<file path="src/rtl/txq_pkg.sv">
package txq_pkg;

  // Trigger level in free slots for a 2-bit select, scaled to the queue depth.
  function automatic int unsigned level_slots(input logic [1:0] sel,
                                              input int unsigned depth);
    int unsigned r;
    case (sel)
      2'b00:   r = depth / 8;
      2'b01:   r = depth / 4;
      2'b10:   r = depth / 2;
      default: r = depth - depth / 8;
    endcase
    return r;
  endfunction

  // Next occupancy given the accepted push and pop of a cycle.
  function automatic int unsigned next_occ(input int unsigned occ,
                                           input logic push,
                                           input logic pop);
    int unsigned r;
    r = occ;
    if (push && !pop) r = occ + 1;
    if (pop && !push) r = occ - 1;
    return r;
  endfunction

endpackage

</file>
<file path="src/rtl/txq_store.sv">
module txq_store #(
  parameter int DEPTH = 64,
  parameter int DW    = 8,
  localparam int AW   = $clog2(DEPTH),
  localparam int CW   = $clog2(DEPTH + 1)
) (
  input  logic          clk,
  input  logic          rst,
  input  logic          clr,
  input  logic          wr,
  input  logic [DW-1:0] wdata,
  input  logic          pop,
  output logic [DW-1:0] rdata,
  output logic [CW-1:0] occ,
  output logic          push_ok,
  output logic          pop_ok,
  output logic          at_full,
  output logic          at_empty,
  output logic          ovf
);
  localparam logic [CW-1:0] FULL_C = CW'(DEPTH);

  logic [DW-1:0] slot [DEPTH];
  logic [AW-1:0] wr_ptr;
  logic [AW-1:0] rd_ptr;

  assign at_full  = (occ == FULL_C);
  assign at_empty = (occ == '0);
  assign pop_ok   = pop && !at_empty && !clr;
  assign push_ok  = wr && !clr && (!at_full || pop_ok);
  assign rdata    = slot[rd_ptr];

  for (genvar g = 0; g < DEPTH; g++) begin : g_slot
    always_ff @(posedge clk) begin
      if (push_ok && (wr_ptr == AW'(g))) slot[g] <= wdata;
    end
  end

  always_ff @(posedge clk) begin
    if (rst || clr) begin
      wr_ptr <= '0;
      rd_ptr <= '0;
      occ    <= '0;
      ovf    <= 1'b0;
    end else begin
      if (push_ok) wr_ptr <= wr_ptr + AW'(1);
      if (pop_ok)  rd_ptr <= rd_ptr + AW'(1);
      occ <= CW'(txq_pkg::next_occ(int'(occ), push_ok, pop_ok));
      if (wr && !push_ok) ovf <= 1'b1;
    end
  end

endmodule

</file>
<file path="src/rtl/txq_irq.sv">
module txq_irq #(
  parameter int CW = 7
) (
  input  logic          clk,
  input  logic          rst,
  input  logic          clr,
  input  logic          host_wr,
  input  logic          iid_rd,
  input  logic          lvl_en,
  input  logic [CW-1:0] level,
  input  logic [CW-1:0] free_cnt,
  input  logic          at_empty,
  output logic          fire_thr,
  output logic          fire_empty,
  output logic          irq
);
  logic       thr_armed;
  logic       empty_armed;
  logic [1:0] wr_seen;

  logic thr_cond;
  logic empty_cond;

  assign thr_cond   = lvl_en && thr_armed && (free_cnt >= level);
  assign empty_cond = empty_armed && at_empty;
  assign fire_thr   = thr_cond && !host_wr && !clr;
  assign fire_empty = empty_cond && !host_wr && !clr;

  always_ff @(posedge clk) begin
    if (rst || clr) begin
      irq         <= 1'b1;
      thr_armed   <= 1'b0;
      empty_armed <= 1'b0;
      wr_seen     <= 2'd0;
    end else if (host_wr) begin
      irq         <= 1'b0;
      empty_armed <= 1'b1;
      thr_armed   <= (wr_seen != 2'd0);
      if (wr_seen != 2'd2) wr_seen <= wr_seen + 2'd1;
    end else if (fire_thr || fire_empty) begin
      irq         <= 1'b1;
      thr_armed   <= 1'b0;
      empty_armed <= 1'b0;
      wr_seen     <= 2'd0;
    end else if (iid_rd) begin
      irq <= 1'b0;
    end
  end

endmodule

</file>
<file path="src/rtl/txq_dma.sv">
module txq_dma #(
  parameter int DEPTH = 64,
  localparam int CW   = $clog2(DEPTH + 1)
) (
  input  logic          clk,
  input  logic          rst,
  input  logic          clr,
  input  logic [CW-1:0] occ,
  input  logic [CW-1:0] free_cnt,
  input  logic [CW-1:0] level,
  output logic          req
);
  localparam logic [CW-1:0] FULL_C = CW'(DEPTH);

  always_ff @(posedge clk) begin
    if (rst || clr)               req <= 1'b1;
    else if (occ == FULL_C)       req <= 1'b0;
    else if (free_cnt > level)    req <= 1'b1;
  end

endmodule

</file>
<file path="src/rtl/txq_thre_ctrl.sv">
module txq_thre_ctrl #(
  parameter int DEPTH = 64,
  parameter int DW    = 8,
  localparam int CW   = $clog2(DEPTH + 1)
) (
  input  logic          clk,
  input  logic          rst,
  input  logic          hw_wr,
  input  logic [DW-1:0] hw_data,
  input  logic          iid_rd,
  input  logic          txq_clr,
  input  logic          lvl_en,
  input  logic [1:0]    lvl_sel,
  input  logic          srl_pop,
  output logic          srl_valid,
  output logic [DW-1:0] srl_data,
  output logic          thre_irq,
  output logic          dma_req,
  output logic          ovf_flag
);
  localparam logic [CW-1:0] FULL_C = CW'(DEPTH);

  logic [CW-1:0] occ;
  logic [CW-1:0] free_cnt;
  logic [CW-1:0] level;
  logic          push_ok;
  logic          pop_ok;
  logic          at_full;
  logic          at_empty;
  logic          fire_thr;
  logic          fire_empty;
  logic          fire_any;

  assign free_cnt  = FULL_C - occ;
  assign level     = CW'(txq_pkg::level_slots(lvl_sel, DEPTH));
  assign fire_any  = fire_thr || fire_empty;
  assign srl_valid = !at_empty;

  txq_store #(.DEPTH(DEPTH), .DW(DW)) u_store (
    .clk      (clk),
    .rst      (rst),
    .clr      (txq_clr),
    .wr       (hw_wr),
    .wdata    (hw_data),
    .pop      (srl_pop),
    .rdata    (srl_data),
    .occ      (occ),
    .push_ok  (push_ok),
    .pop_ok   (pop_ok),
    .at_full  (at_full),
    .at_empty (at_empty),
    .ovf      (ovf_flag)
  );

  txq_irq #(.CW(CW)) u_irq (
    .clk        (clk),
    .rst        (rst),
    .clr        (txq_clr),
    .host_wr    (hw_wr),
    .iid_rd     (iid_rd),
    .lvl_en     (lvl_en),
    .level      (level),
    .free_cnt   (free_cnt),
    .at_empty   (at_empty),
    .fire_thr   (fire_thr),
    .fire_empty (fire_empty),
    .irq        (thre_irq)
  );

  txq_dma #(.DEPTH(DEPTH)) u_dma (
    .clk      (clk),
    .rst      (rst),
    .clr      (txq_clr),
    .occ      (occ),
    .free_cnt (free_cnt),
    .level    (level),
    .req      (dma_req)
  );

endmodule

</file>
<file path="config.mk">
export PLATFORM = sky130hd
export DESIGN_NAME = txq_thre_ctrl
export DESIGN_NICKNAME = d
export VERILOG_FILES = /design/src/rtl/txq_pkg.sv /design/src/rtl/txq_store.sv /design/src/rtl/txq_irq.sv /design/src/rtl/txq_dma.sv /design/src/rtl/txq_thre_ctrl.sv
export SDC_FILE = /design/constraint.sdc
export NUM_CORES = 1
export LEC_CHECK = 0
export ABC_AREA = 1
export ABC_CLOCK_PERIOD_IN_PS = 3800
export BUFFER_PORTS_ARGS = -buffer_cell sky130_fd_sc_hd__buf_2
export CAP_MARGIN = 20
export CORE_ASPECT_RATIO = 0.5
export CORE_MARGIN = 4
export CORE_UTILIZATION = 42
export DETAILED_ROUTE_END_ITERATION = 10
export PLACE_DENSITY = 0.56
export SETUP_SLACK_MARGIN = 0.1
export SYNTH_ARGS = -nofsm -noshare
export SYNTH_HDL_FRONTEND = slang
export SYNTH_SLANG_ARGS = --single-unit
</file>
<file path="constraint.sdc">
create_clock -name clk -period 3.8 [get_ports clk]
set_input_delay 0.95 -clock clk [delete_from_list [all_inputs] [get_ports clk]]
set_output_delay 0.95 -clock clk [all_outputs]
set_load 0.1 [all_outputs]
</file>
==> results of run 1 <==
[cell type report]
cell class	count	area, µm²
sequential	544	16000
fill	4727	26500
multi-input combinational	1186	5620
timing repair inverter	1	8.76
clock buffer	69	1350
clock inverter	20	170
tap	701	877
timing repair buffer	166	1720
inverter	72	295
[cells in the mapped netlist (7+ instances only)]
cell	count
edfxtp_1	512
nand2_1	317
nor2_1	282
o21ai_0	200
nand3_1	125
o22ai_1	96
a21oi_1	67
inv_1	65
o21ai_1	48
clkbuf_1	35
buf_2	34
dfxtp_1	32
buf_6	24
ha_1	18
buf_4	9
clkbuf_2	7
[stage by stage]
stage               utilization [%]  total power [W]  hold slack, ns  worst slack [ns]
CTS                            49.0           0.0123           0.468            0.0599
floorplan                         -          0.00714           0.436             0.954
global placement               45.6          0.00741           0.452             0.405
detailed placement             45.6          0.00742           0.457             0.403
global route                   49.6           0.0126           0.510            0.0618
finish                         49.6           0.0122           0.477             0.131
[layer usage]
| layer | GRT usage, % | vias to the layer above | wire (µm) | share of wire [%] |
|---|---|---|---|---|
| met4 | 5.12 | 2 | 1230 | 2.0 |
| met5 | 0 | - | 13 | 0.021 |
| met3 | 3.83 | 78 | 4390 | 7.1 |
| met2 | 32.5 | 492 | 27400 | 44 |
| li1 | - | 7037 | - | - |
| met1 | 30.5 | 7423 | 28700 | 46 |
[kinds of logic after synthesis]
family,count (synthesis)
and+or+nand+nor,745
adders and majority gates,19
AOI/OAI and AO/OA,417
xor gates and xnor gates,5
DFF,544
buffers and inverters,187
[state kept, by name, indices dropped and copies added (netlist names), named ones only]
register           count
u_irq.wr_seen          2
u_dma.req              1
u_store.rd_ptr         6
u_irq.empty_armed      1
u_irq.thr_armed        1
u_store.ovf            1
u_store.occ            7
u_store.wr_ptr         6
u_irq.irq              1
u_store.slot         512
[placed cells by master, fill, tap and decap left out, drive strengths merged, types with 3 or more instances in the layout]
cell	count
a21oi	67
buf	160
bufbuf	3
bufinv	3
clkbuf	72
clkinv	18
dfxtp	32
edfxtp	512
ha	18
inv	72
nand2	322
nand3	128
nor2	286
nor3	4
o21ai	248
o22ai	96
xor2	3
[worst max-delay path, delay by kind of cell (launching register included)]
family	cells	cell delay (ns)
buf+inv	5	0.78
simple gates	7	0.78
flops	1	0.38
compound gates	1	0.16
[path summary, 6_finish.rpt]
check / slack [ns] / to / startpoint
setup / recovery: 0.13 / srl_data[5] / flop
hold / removal: 0.48 / flop / u_store.rd_ptr[5]
setup reg to reg: 1.10 / u_store.occ[6] / u_store.occ[4]
hold reg to reg: 0.48 / flop / u_store.rd_ptr[5]
[power groups by stage]
stage / Sequential, W / Combinational (W) / Clock [W]
6_report: 0.00657 / 0.000790 / 0.00486
5_1_grt: 0.00657 / 0.000858 / 0.00517
4_1_cts: 0.00657 / 0.000749 / 0.00493
3_5_place_dp: 0.00670 / 0.000716 / 0
3_3_place_gp: 0.00670 / 0.000711 / 0
2_1_floorplan: 0.00670 / 0.000435 / 0
[repair_timing]
item                       in CTS  in global routing
pin swaps                       1                  4
setup endpoints to repair       8                  8
hold buffers                    0                  0
gates cloned                    5                  4
setup buffers                   6                 10
gates resized for setup        13                 35
==> key figures, run 1 <==
Synthesis
  • Synthesis warning total: 0
  • Flops & latches, synth: between 500 and 600
  • Mux contribution to synthesized area: 0%
  • Top_reg_cell synth: edfxtp_1
  • Leading area contributor after synthesis: edfxtp_1
  • Top area cells in the synthesized netlist: edfxtp_1 68%, nand2_1 5.3%, nor2_1 4.7%
  • Compound-cell area share of the yosys netlist: 9.85%
  • FFs w/ async S/R, synth: 0%
  • Number of synthesized flops with an enable pin: 512
  • Sequential element share of the synthesized area: 71.0%
  • Mean area per synthesized cell: 11.8 µm²
  • Synth top area share: 68.2%
  • Cell count after synthesis: 1,917
  • Synth Area in XOR/XNOR: less than 1%
  • Simple-Gate Fraction of Synth Area: 13.5%
  • Distinct cells, synth: 39
  • Synth Area in Adders: 1.09%
  • Largest family of logic cells by synthesized area: simple AND/OR/NAND/NOR gates
  • Syn_nets: ~2,000
  • Syn Std Cell Area: 22,500 µm²

Floorplan
  • CORE AREA: 52,600 µm²
  • Die Width: 336 µm
  • DIE AREA: 57,700 µm²
  • # IOs: 29
  • Site Rows: 59
  • Die Y-Extent: 172 µm
  • Initial Util: 42.9%

Power and ir drop
  • Sw Share: 22.4%
  • Combinational fraction of design power: 6.5%
  • Cell Pwr Density: 469 nW/µm²
  • Leakage power: 9.28 nW
  • Internal power: 0.00948 W
  • Switch Pwr: 0.00273 W
  • Maximum vdd drop: 0.337 mV
  • Flop pwr share: 53.8%
  • Clk network pwr share: 39.8%

Clock tree
  • Clock root cell: clkbuf_16
  • CTS H-Tree Depth: 2
  • Worst-path clk slew: 0.06 ns
  • CTS tree: yes
  • Worst skew pair latency: 0.59 ns
  • Clock buffer count from CTS: between 40 and 50
  • Clock Path Buffers: 3
  • Clk sinks: 544

Worst hold path
  • WHS Path Cells: 2
  • Min-delay worst type: flop to flop

Placed design
  • DP HPWL: 35,900 µm
  • Port bufs: 28
  • GPL Wtd Cong: a little over 0.8
  • Placed Cells: 2,644
  • DP Area: 23,900 µm²

Finish
  • Layout Cells excl Fill: 2,759
  • Layout cells sized above 1: 13.2%
  • Final Cell Area: approximately 26,000 µm²
  • Final net count: 2,056
  • ANT cells: 0
  • Synth-to-layout area growth: 15.6%

Global routing
  • Total global routing overflow: 0
  • Initial antenna violation count: 1
  • First-pass GRT wire length: approximately 90,000 µm
  • GRT Total Usage: 20.8%
  • Via count of the first global-routing pass: around 14,000
  • Pin count of the biggest net entering global routing: slightly above 80

Detailed routing
  • Final ANT Viol Nets: 0
  • Final wirelength: around 60,000 µm
  • Initial drt markers: approximately 1,500
  • Vias per cell: roughly 5.4
  • Vias: 15,000
  • TritonRoute pass-1 iters: 7
  • DR WL/cell: 22.4 µm
  • DRC viols: 0

STA
  • Slew at the pin closest to its max-slew limit: 1.04 ns
  • Fmax: 273 MHz
  • Worst slew margin: 30.6%
  • Min cycle time layout: approximately 3.7 ns
  • Fin. max-slew vios: 0
  • Clk_skew: 0.0236 ns
  • Final period util: a little over nine tenths
  • RSZ-0062 raised after global routing: true
  • Endpoints failing hold: 0
  • Setup TNS: 0 ns
  • Final setup viols: 0

Run
  • Max cap viols: 0

Worst setup path
  • Critical Path RT: 2.85 ns
  • Slowest CP cell: dfxtp_4
  • Cell repeated most along the worst path: nand2_1
  • Startpoint Class: flop
  • Slowest stage delay, CP: between 0.3 and 0.4 ns
  • Setup CP Type: flop to output port
  • Worst R2R Path Depth: 13
  • CP Max Fanout: 27
  • CP Cell Sequence: buf_12 > inv_12 > buf_16 > buf_4 > nor2_1 > o22ai_1 > nand2_1 > nand2_1 > nand2_1 > nand3_1 > nand3_1 > nand2_2 > buf_12
  • WP data arrival: roughly 2.7 ns
  • Setup crit end kind: output port

Run status
  • Status: finished, final reports clean
No activity file was read; power rests on OpenSTA's default activity.
==> run 2: changes to the inputs <==
Settings changed: CELL_PAD_IN_SITES_DETAIL_PLACEMENT set to 1, CELL_PAD_IN_SITES_GLOBAL_PLACEMENT set to 1, PLACE_DENSITY 0.56 to 0.66.
==> key figures, run 2 (synthesized netlist as in run 1, its figures left out) <==
STA
  • Final setup viols: 0
  • Worst slew margin: 39.1%
  • Clk_skew: 0.0184 ns
  • Setup TNS: 0 ns
  • Fmax: 272 MHz
  • Final period util: a little over nine tenths
  • Slew at the pin closest to its max-slew limit: 0.910 ns
  • RSZ-0062 raised after global routing: true
  • Endpoints failing hold: 0
  • Min cycle time layout: ~3.7 ns
  • Fin. max-slew vios: 0

Detailed routing
  • TritonRoute pass-1 iters: 5
  • Initial drt markers: around 1,600
  • Final ANT Viol Nets: 0
  • DRC viols: 0
  • Final wirelength: 69,700 µm
  • DR WL/cell: 25.3 µm
  • Vias per cell: 5.69
  • Vias: between 15,000 and 20,000

Clock tree
  • Clock buffer count from CTS: a little under 50
  • CTS H-Tree Depth: 2
  • # hold bufs at CTS: 0
  • Clock root cell: clkbuf_16
  • Worst skew pair latency: about 0.58 ns
  • CTS tree: yes
  • Clock Path Buffers: 3
  • Clk sinks: 544
  • Worst-path clk slew: roughly 0.07 ns

Finish
  • Synth-to-layout area growth: 17.5%
  • Largest Register: u_store.slot
  • Commonest non-fill, non-tap cells in the layout: 512 x edfxtp_1, 295 x nand2_1, 281 x nor2_1
  • ANT cells: 0
  • Final net count: between 2,000 and 2,500
  • Layout Cells excl Fill: approximately 2,800
  • Biggest regs: u_store.slot: 512 flops, u_store.occ: 7 flops
  • Layout cells sized above 1: 15.2%
  • Max reg flops: 512
  • Fill cells: 5,427
  • Final core occ: 50.4%
  • Most common cell after layout, fill and taps aside: edfxtp_1

Worst setup path
  • Slowest CP cell: dfxtp_4
  • Worst flop-to-flop path endpoint: u_store.slot[62][6]
  • RR Startpoint: u_store.occ[0]
  • WP data arrival: 2.72 ns
  • Critical Path RT: 2.85 ns
  • Cell repeated most along the worst path: nand2_1
  • CP Max Fanout: 8
  • CP Cell Sequence: clkbuf_16 > buf_12 > buf_16 > o21ai_1 > o22ai_1 > nand2_1 > nand2_1 > nand2_1 > nand2_2 > nand3_2 > nand2_2 > buf_12
  • R2R Setup Slk: 1.09 ns
  • Setup CP Type: flop to output port
  • Crit path buf inv count: 4
  • Worst R2R Path Depth: 8
  • Startpoint Class: flop
  • CP top delay family: buffers and inverters
  • Slowest stage delay, CP: 0.52 ns
  • Setup crit end kind: output port

Power and ir drop
  • Internal power: 0.00954 W
  • Power, Total: roughly 0.012 W
  • Switch Pwr: approximately 0.0028 W
  • Maximum vdd drop: 0.290 mV
  • Leakage power: ~9.4 nW
  • Sw Share: 22.9%
  • Flop pwr share: 53.1%
  • Cell Pwr Density: 467 nW/µm²
  • Clk network pwr share: 39.8%
  • Combinational fraction of design power: about 7%

Floorplan
  • Die Width: 336 µm
  • DIE AREA: a little under 60,000 µm²
  • Die Y-Extent: around 170 µm
  • Site Rows: 59
  • # IOs: 29
  • Initial Util: 42.9%
  • CORE AREA: 52,600 µm²

Run status
  • Status: finished, final reports clean

Placed design
  • GPL Wtd Cong: roughly 0.8
  • DP HPWL: about 40,000 µm
  • Port bufs: 28
  • Placed Cells: 2,629

Worst hold path
  • Hold Startpoint: u_irq.thr_armed
  • Min-delay worst type: flop to flop
  • Hold Path End: u_irq.thr_armed
  • WHS Path Cells: 2

Global routing
  • GRT Total Usage: 22.8%
  • First-pass GRT wire length: just under 100,000 µm
  • Pin count of the biggest net entering global routing: 65
  • Initial antenna violation count: 0
  • Total global routing overflow: 0
  • Via count of the first global-routing pass: 15,500

Run
  • Max cap viols: 0
## run 2: cell count changes in the layout (fill, tap and decap cells not counted), sizes merged
cell,previous run,this run
clkbuf,72,75
buf,160,150
bufinv,3,4
clkinvlp,0,1
bufbuf,3,1
clkinv,18,22
## run 2: worst max-delay path by stage
stage / endpoint / slack [ns] / cells after the start
2_1_floorplan: srl_data[3] / 0.95 / 12
3_3_place_gp: srl_data[6] / 0.52 / 11
3_5_place_dp: srl_data[6] / 0.47 / 11
4_1_cts: srl_data[6] / 0.09 / 12
5_1_grt: srl_data[2] / 0.02 / 12
6_report: srl_data[2] / 0.13 / 12
## run 2: metrics by stage
stage	cell area, µm²	setup slack (ns)	hold WS [ns]
2_1_floorplan	22500	0.954	0.436
3_3_place_gp	23900	0.515	0.468
3_5_place_dp	23900	0.471	0.474
4_1_cts	25800	0.0901	0.491
5_1_grt	26500	0.0180	0.517
6_report	26500	0.129	0.483
## run 2: power groups by stage
| stage | sequential, W | combinational [W] | clock (W) |
|---|---|---|---|
| 2_1_floorplan | 0.00670 | 0.000435 | 0 |
| 3_3_place_gp | 0.00670 | 0.000715 | 0 |
| 3_5_place_dp | 0.00670 | 0.000732 | 0 |
| 4_1_cts | 0.00657 | 0.000784 | 0.00499 |
| 5_1_grt | 0.00657 | 0.000938 | 0.00526 |
| 6_report | 0.00657 | 0.000869 | 0.00493 |
## run 2: timing repair
item / in CTS / in global routing
pin swaps: 0 / 49
buffers inserted: 5 / 10
resized for setup: 19 / 74
setup endpoints to repair: 8 / 8
cloned: 6 / 18
## run 2: final cells by class
type	instances	area, µm²	share of cell area (%)
clock buffers	63	1310	4.94
clock inverters	25	228	0.859
inverters	72	302	1.14
multi-input cells	1186	5790	21.9
flip-flops and latches	544	16000	60.5
well taps	701	877	3.31
repair buffers	163	1950	7.34
repair inverters	2	22.5	0.0850
## run 2: tightest hold or removal path, cell delays in order, from the launching register on
cell     delay, ns
dfxtp_1       0.31
nand3_1       0.07
a21oi_1       0.06
## run 2: per-layer routing
layer | share of wire, % | global-route usage (%)
met5 | 0 | 0
met1 | 45 | 32.5
met4 | 1.6 | 4.58
met3 | 7.8 | 4.93
met2 | 46 | 36.5
==> run 3: changes to the inputs <==
Settings changed: ABC_AREA 1 to 0, CORE_ASPECT_RATIO 0.5 to 0.7, PLACE_DENSITY 0.66 to 0.62.
==> key figures, run 3 <==
Placed design
  • Worst slack at placement: 0.207 ns
  • DP HPWL: 37,000 µm
  • Port bufs: 28
  • GPL Wtd Cong: roughly 0.8
  • DP Area: 23,500 µm²

Finish
  • Reg area: 16,000 µm²
  • Layout cells sized above 1: 31.7%
  • Multi-input logic area: 5730 µm²
  • Fill cells: 4,636
  • Final Cell Area: 26,000 µm²
  • Final net count: 1,379
  • Synth-to-layout area growth: 19.3%
  • Largest Register: u_store.slot
  • Biggest regs: u_store.slot: 512 flops, u_store.occ: 7 flops
  • Commonest non-fill, non-tap cells in the layout: 512 x edfxtp_1, 117 x buf_4, 108 x mux4_2
  • Max reg flops: roughly 500
  • Most common cell after layout, fill and taps aside: edfxtp_1

STA
  • Final setup viols: 0
  • Final period util: 99.3%
  • Fin. max-slew vios: 0
  • Worst slew margin: 37.3%
  • Final setup margin: 0.0262 ns
  • Slew at the pin closest to its max-slew limit: 0.940 ns
  • RSZ-0062 raised after global routing: true
  • Clk_skew: 0.0168 ns
  • Min cycle time layout: 3.77 ns
  • Min Hold Slack: around 0.46 ns
  • Fmax: 265 MHz
  • Endpoints failing hold: 0

Synthesis
  • Syn_nets: 1,216
  • Distinct cells, synth: 52
  • Mean area per synthesized cell: 18.4 µm²
  • Top area cells in the synthesized netlist: edfxtp_1 71%, mux4_2 11%, dfxtp_1 2.9%
  • Syn Std Cell Area: 21,800 µm²
  • FFs w/ async S/R, synth: 0%
  • Top-count cell post-synth: edfxtp_1
  • Cell count after synthesis: 1,180
  • Number of synthesized flops with an enable pin: 512
  • Most frequent cells after synthesis: 512 x edfxtp_1, 108 x mux4_2, 94 x nor2_1
  • Synth top area share: 70.6%
  • Top_reg_cell synth: edfxtp_1
  • Sequential element share of the synthesized area: 73.6%
  • Flops & latches, synth: 544
  • Synthesis warning total: 0
  • Leading area contributor after synthesis: edfxtp_1

Worst setup path
  • Critical Path RT: roughly 2.9 ns
  • CP Max Fanout: 6
  • Worst R2R Path Depth: 11
  • Setup crit end kind: output port
  • WP data arrival: ~2.8 ns
  • Setup CP Type: flop to output port
  • Startpoint Class: flop
  • R2R Setup Slk: about 0.40 ns

Floorplan
  • Die Width: 280 µm
  • CORE AREA: 51,000 µm²
  • DIE AREA: 55,600 µm²
  • Initial Util: 42.7%
  • Die Y-Extent: about 200 µm
  • # IOs: 29
  • Site Rows: 69

Detailed routing
  • TritonRoute pass-1 iters: 7
  • Final wirelength: 57,000 µm
  • Initial drt markers: 1,311
  • Vias: 11,800
  • DRC viols: 0
  • Vias per cell: 5.73
  • DR WL/cell: 27.7 µm
  • Final ANT Viol Nets: 0

Power and ir drop
  • Flop pwr share: 55.2%
  • Cell Pwr Density: 458 nW/µm²
  • Power, Total: 0.0119 W
  • Sw Share: 20.7%
  • Leakage power: 8.22 nW
  • Internal power: between 0.009 and 0.01 W
  • Clk network pwr share: a little over two fifths
  • Combinational fraction of design power: 3.3%
  • Maximum vdd drop: 0.382 mV
  • Switch Pwr: ~0.0025 W

Worst hold path
  • Min-delay worst type: flop to flop
  • WHS Path Cells: 1

Clock tree
  • Clock buffer count from CTS: 51
  • Clock Path Buffers: 3
  • CTS H-Tree Depth: 2
  • CTS tree: yes
  • Worst skew pair latency: just under 0.6 ns
  • Worst-path clk slew: 0.06 ns
  • Clock root cell: clkbuf_16
  • # hold bufs at CTS: 0
  • Clk sinks: ~540

Global routing
  • Pin count of the biggest net entering global routing: 51
  • GRT Total Usage: 20.7%
  • Initial antenna violation count: 0
  • First-pass GRT wire length: 84,000 µm
  • Via count of the first global-routing pass: 12,200
  • Total global routing overflow: 0

Run status
  • Status: finished, final reports clean

Run
  • Max cap viols: 0
[run 3: cell types whose count changed after synthesis, moves of 47 or more]
cell | before | now
o22ai_1 | 96 | 0
inv_1 | 65 | 15
nand3_1 | 125 | 26
o21ai_0 | 200 | 15
o21ai_1 | 48 | 1
mux4_2 | 0 | 108
mux2i_1 | 0 | 49
nand2_1 | 317 | 28
nor2_1 | 282 | 94
[run 3: layer usage]
| layer | up-vias | wire [µm] | global-route usage, % |
|---|---|---|---|
| li1 | 5072 | - | - |
| met2 | 370 | 25200 | 30.4 |
| met1 | 6286 | 27100 | 32.8 |
| met5 | - | 0 | 0 |
| met3 | 59 | 3870 | 3.85 |
| met4 | 0 | 827 | 3.53 |
[run 3: cells by family (layout without fill, tap and decap cells)]
| logic type | Yosys count | count (layout) | synth area share [%] |
|---|---|---|---|
| flip-flops | 544 | 544 | 73.6 |
| multiplexers | 162 | 162 | 13.7 |
| adder cells (fa/ha/maj) | 19 | 19 | 1.13 |
| AND/OR/NAND/NOR | 232 | 232 | 5.20 |
| AO/OA/AOI/OAI | 126 | 126 | 4.06 |
| XOR/XNOR | 16 | 16 | 0.644 |
| buffers and inverters | 81 | 283 | 1.70 |
| other | 0 | 1 | 0 |
[run 3: worst paths after layout]
check / end / from
setup reg to reg: u_store.occ[6] / u_store.occ[0]
hold reg to reg: u_irq.irq / u_irq.irq
setup / recovery: srl_data[4] / flop
hold / removal: u_irq.irq / u_irq.irq
[run 3: what timing repair did]
item	CTS	global route
resized for setup	75	40
setup buffers	14	1
gates cloned	5	2
endpoints found under the setup margin	8	9
pin swaps	18	10
endpoints found under the hold margin	0	0
[run 3: worst max-delay path, cell delays in order, from the launching register on]
cell	delay, ns
dfxtp_4	0.36
buf_4	0.17
buf_12	0.14
mux4_2	0.51
mux2_2	0.27
nand2_1	0.10
o41ai_2	0.12
a21oi_1	0.17
buf_4	0.15
o21ai_2	0.07
buf_12	0.18
[run 3: per-stage QoR]
| stage | util (%) | instances | setup TNS (ns) |
|---|---|---|---|
| 2_1_floorplan | - | 1180 | -0.0549 |
| 3_3_place_gp | 46.1 | 1942 | 0 |
| 3_5_place_dp | 46.1 | 1942 | 0 |
| 4_1_cts | 50.4 | 2053 | 0 |
| 5_1_grt | 50.9 | 2056 | -0.154 |
| 6_report | 50.9 | 2057 | 0 |
[run 3: power by group through the flow]
stage               sequential [W]  combinational (W)  clock (W)
floorplan                  0.00670           0.000160          0
global placement           0.00669           0.000338          0
detailed placement         0.00669           0.000349          0
CTS                        0.00656           0.000381    0.00506
global route               0.00655           0.000413    0.00536
finish                     0.00656           0.000386    0.00494
[run 3: cell type report]
cell class                      instances  area share [%]
Clock buffer                           64            5.10
Tap cell                              674            3.25
Antenna cell                            1         0.00964
Clock inverter                         28           0.997
Multi-Input combinational cell        555            22.0
Inverter                               15           0.217
Timing Repair Buffer                  176            6.66
Sequential cell                       544            61.7
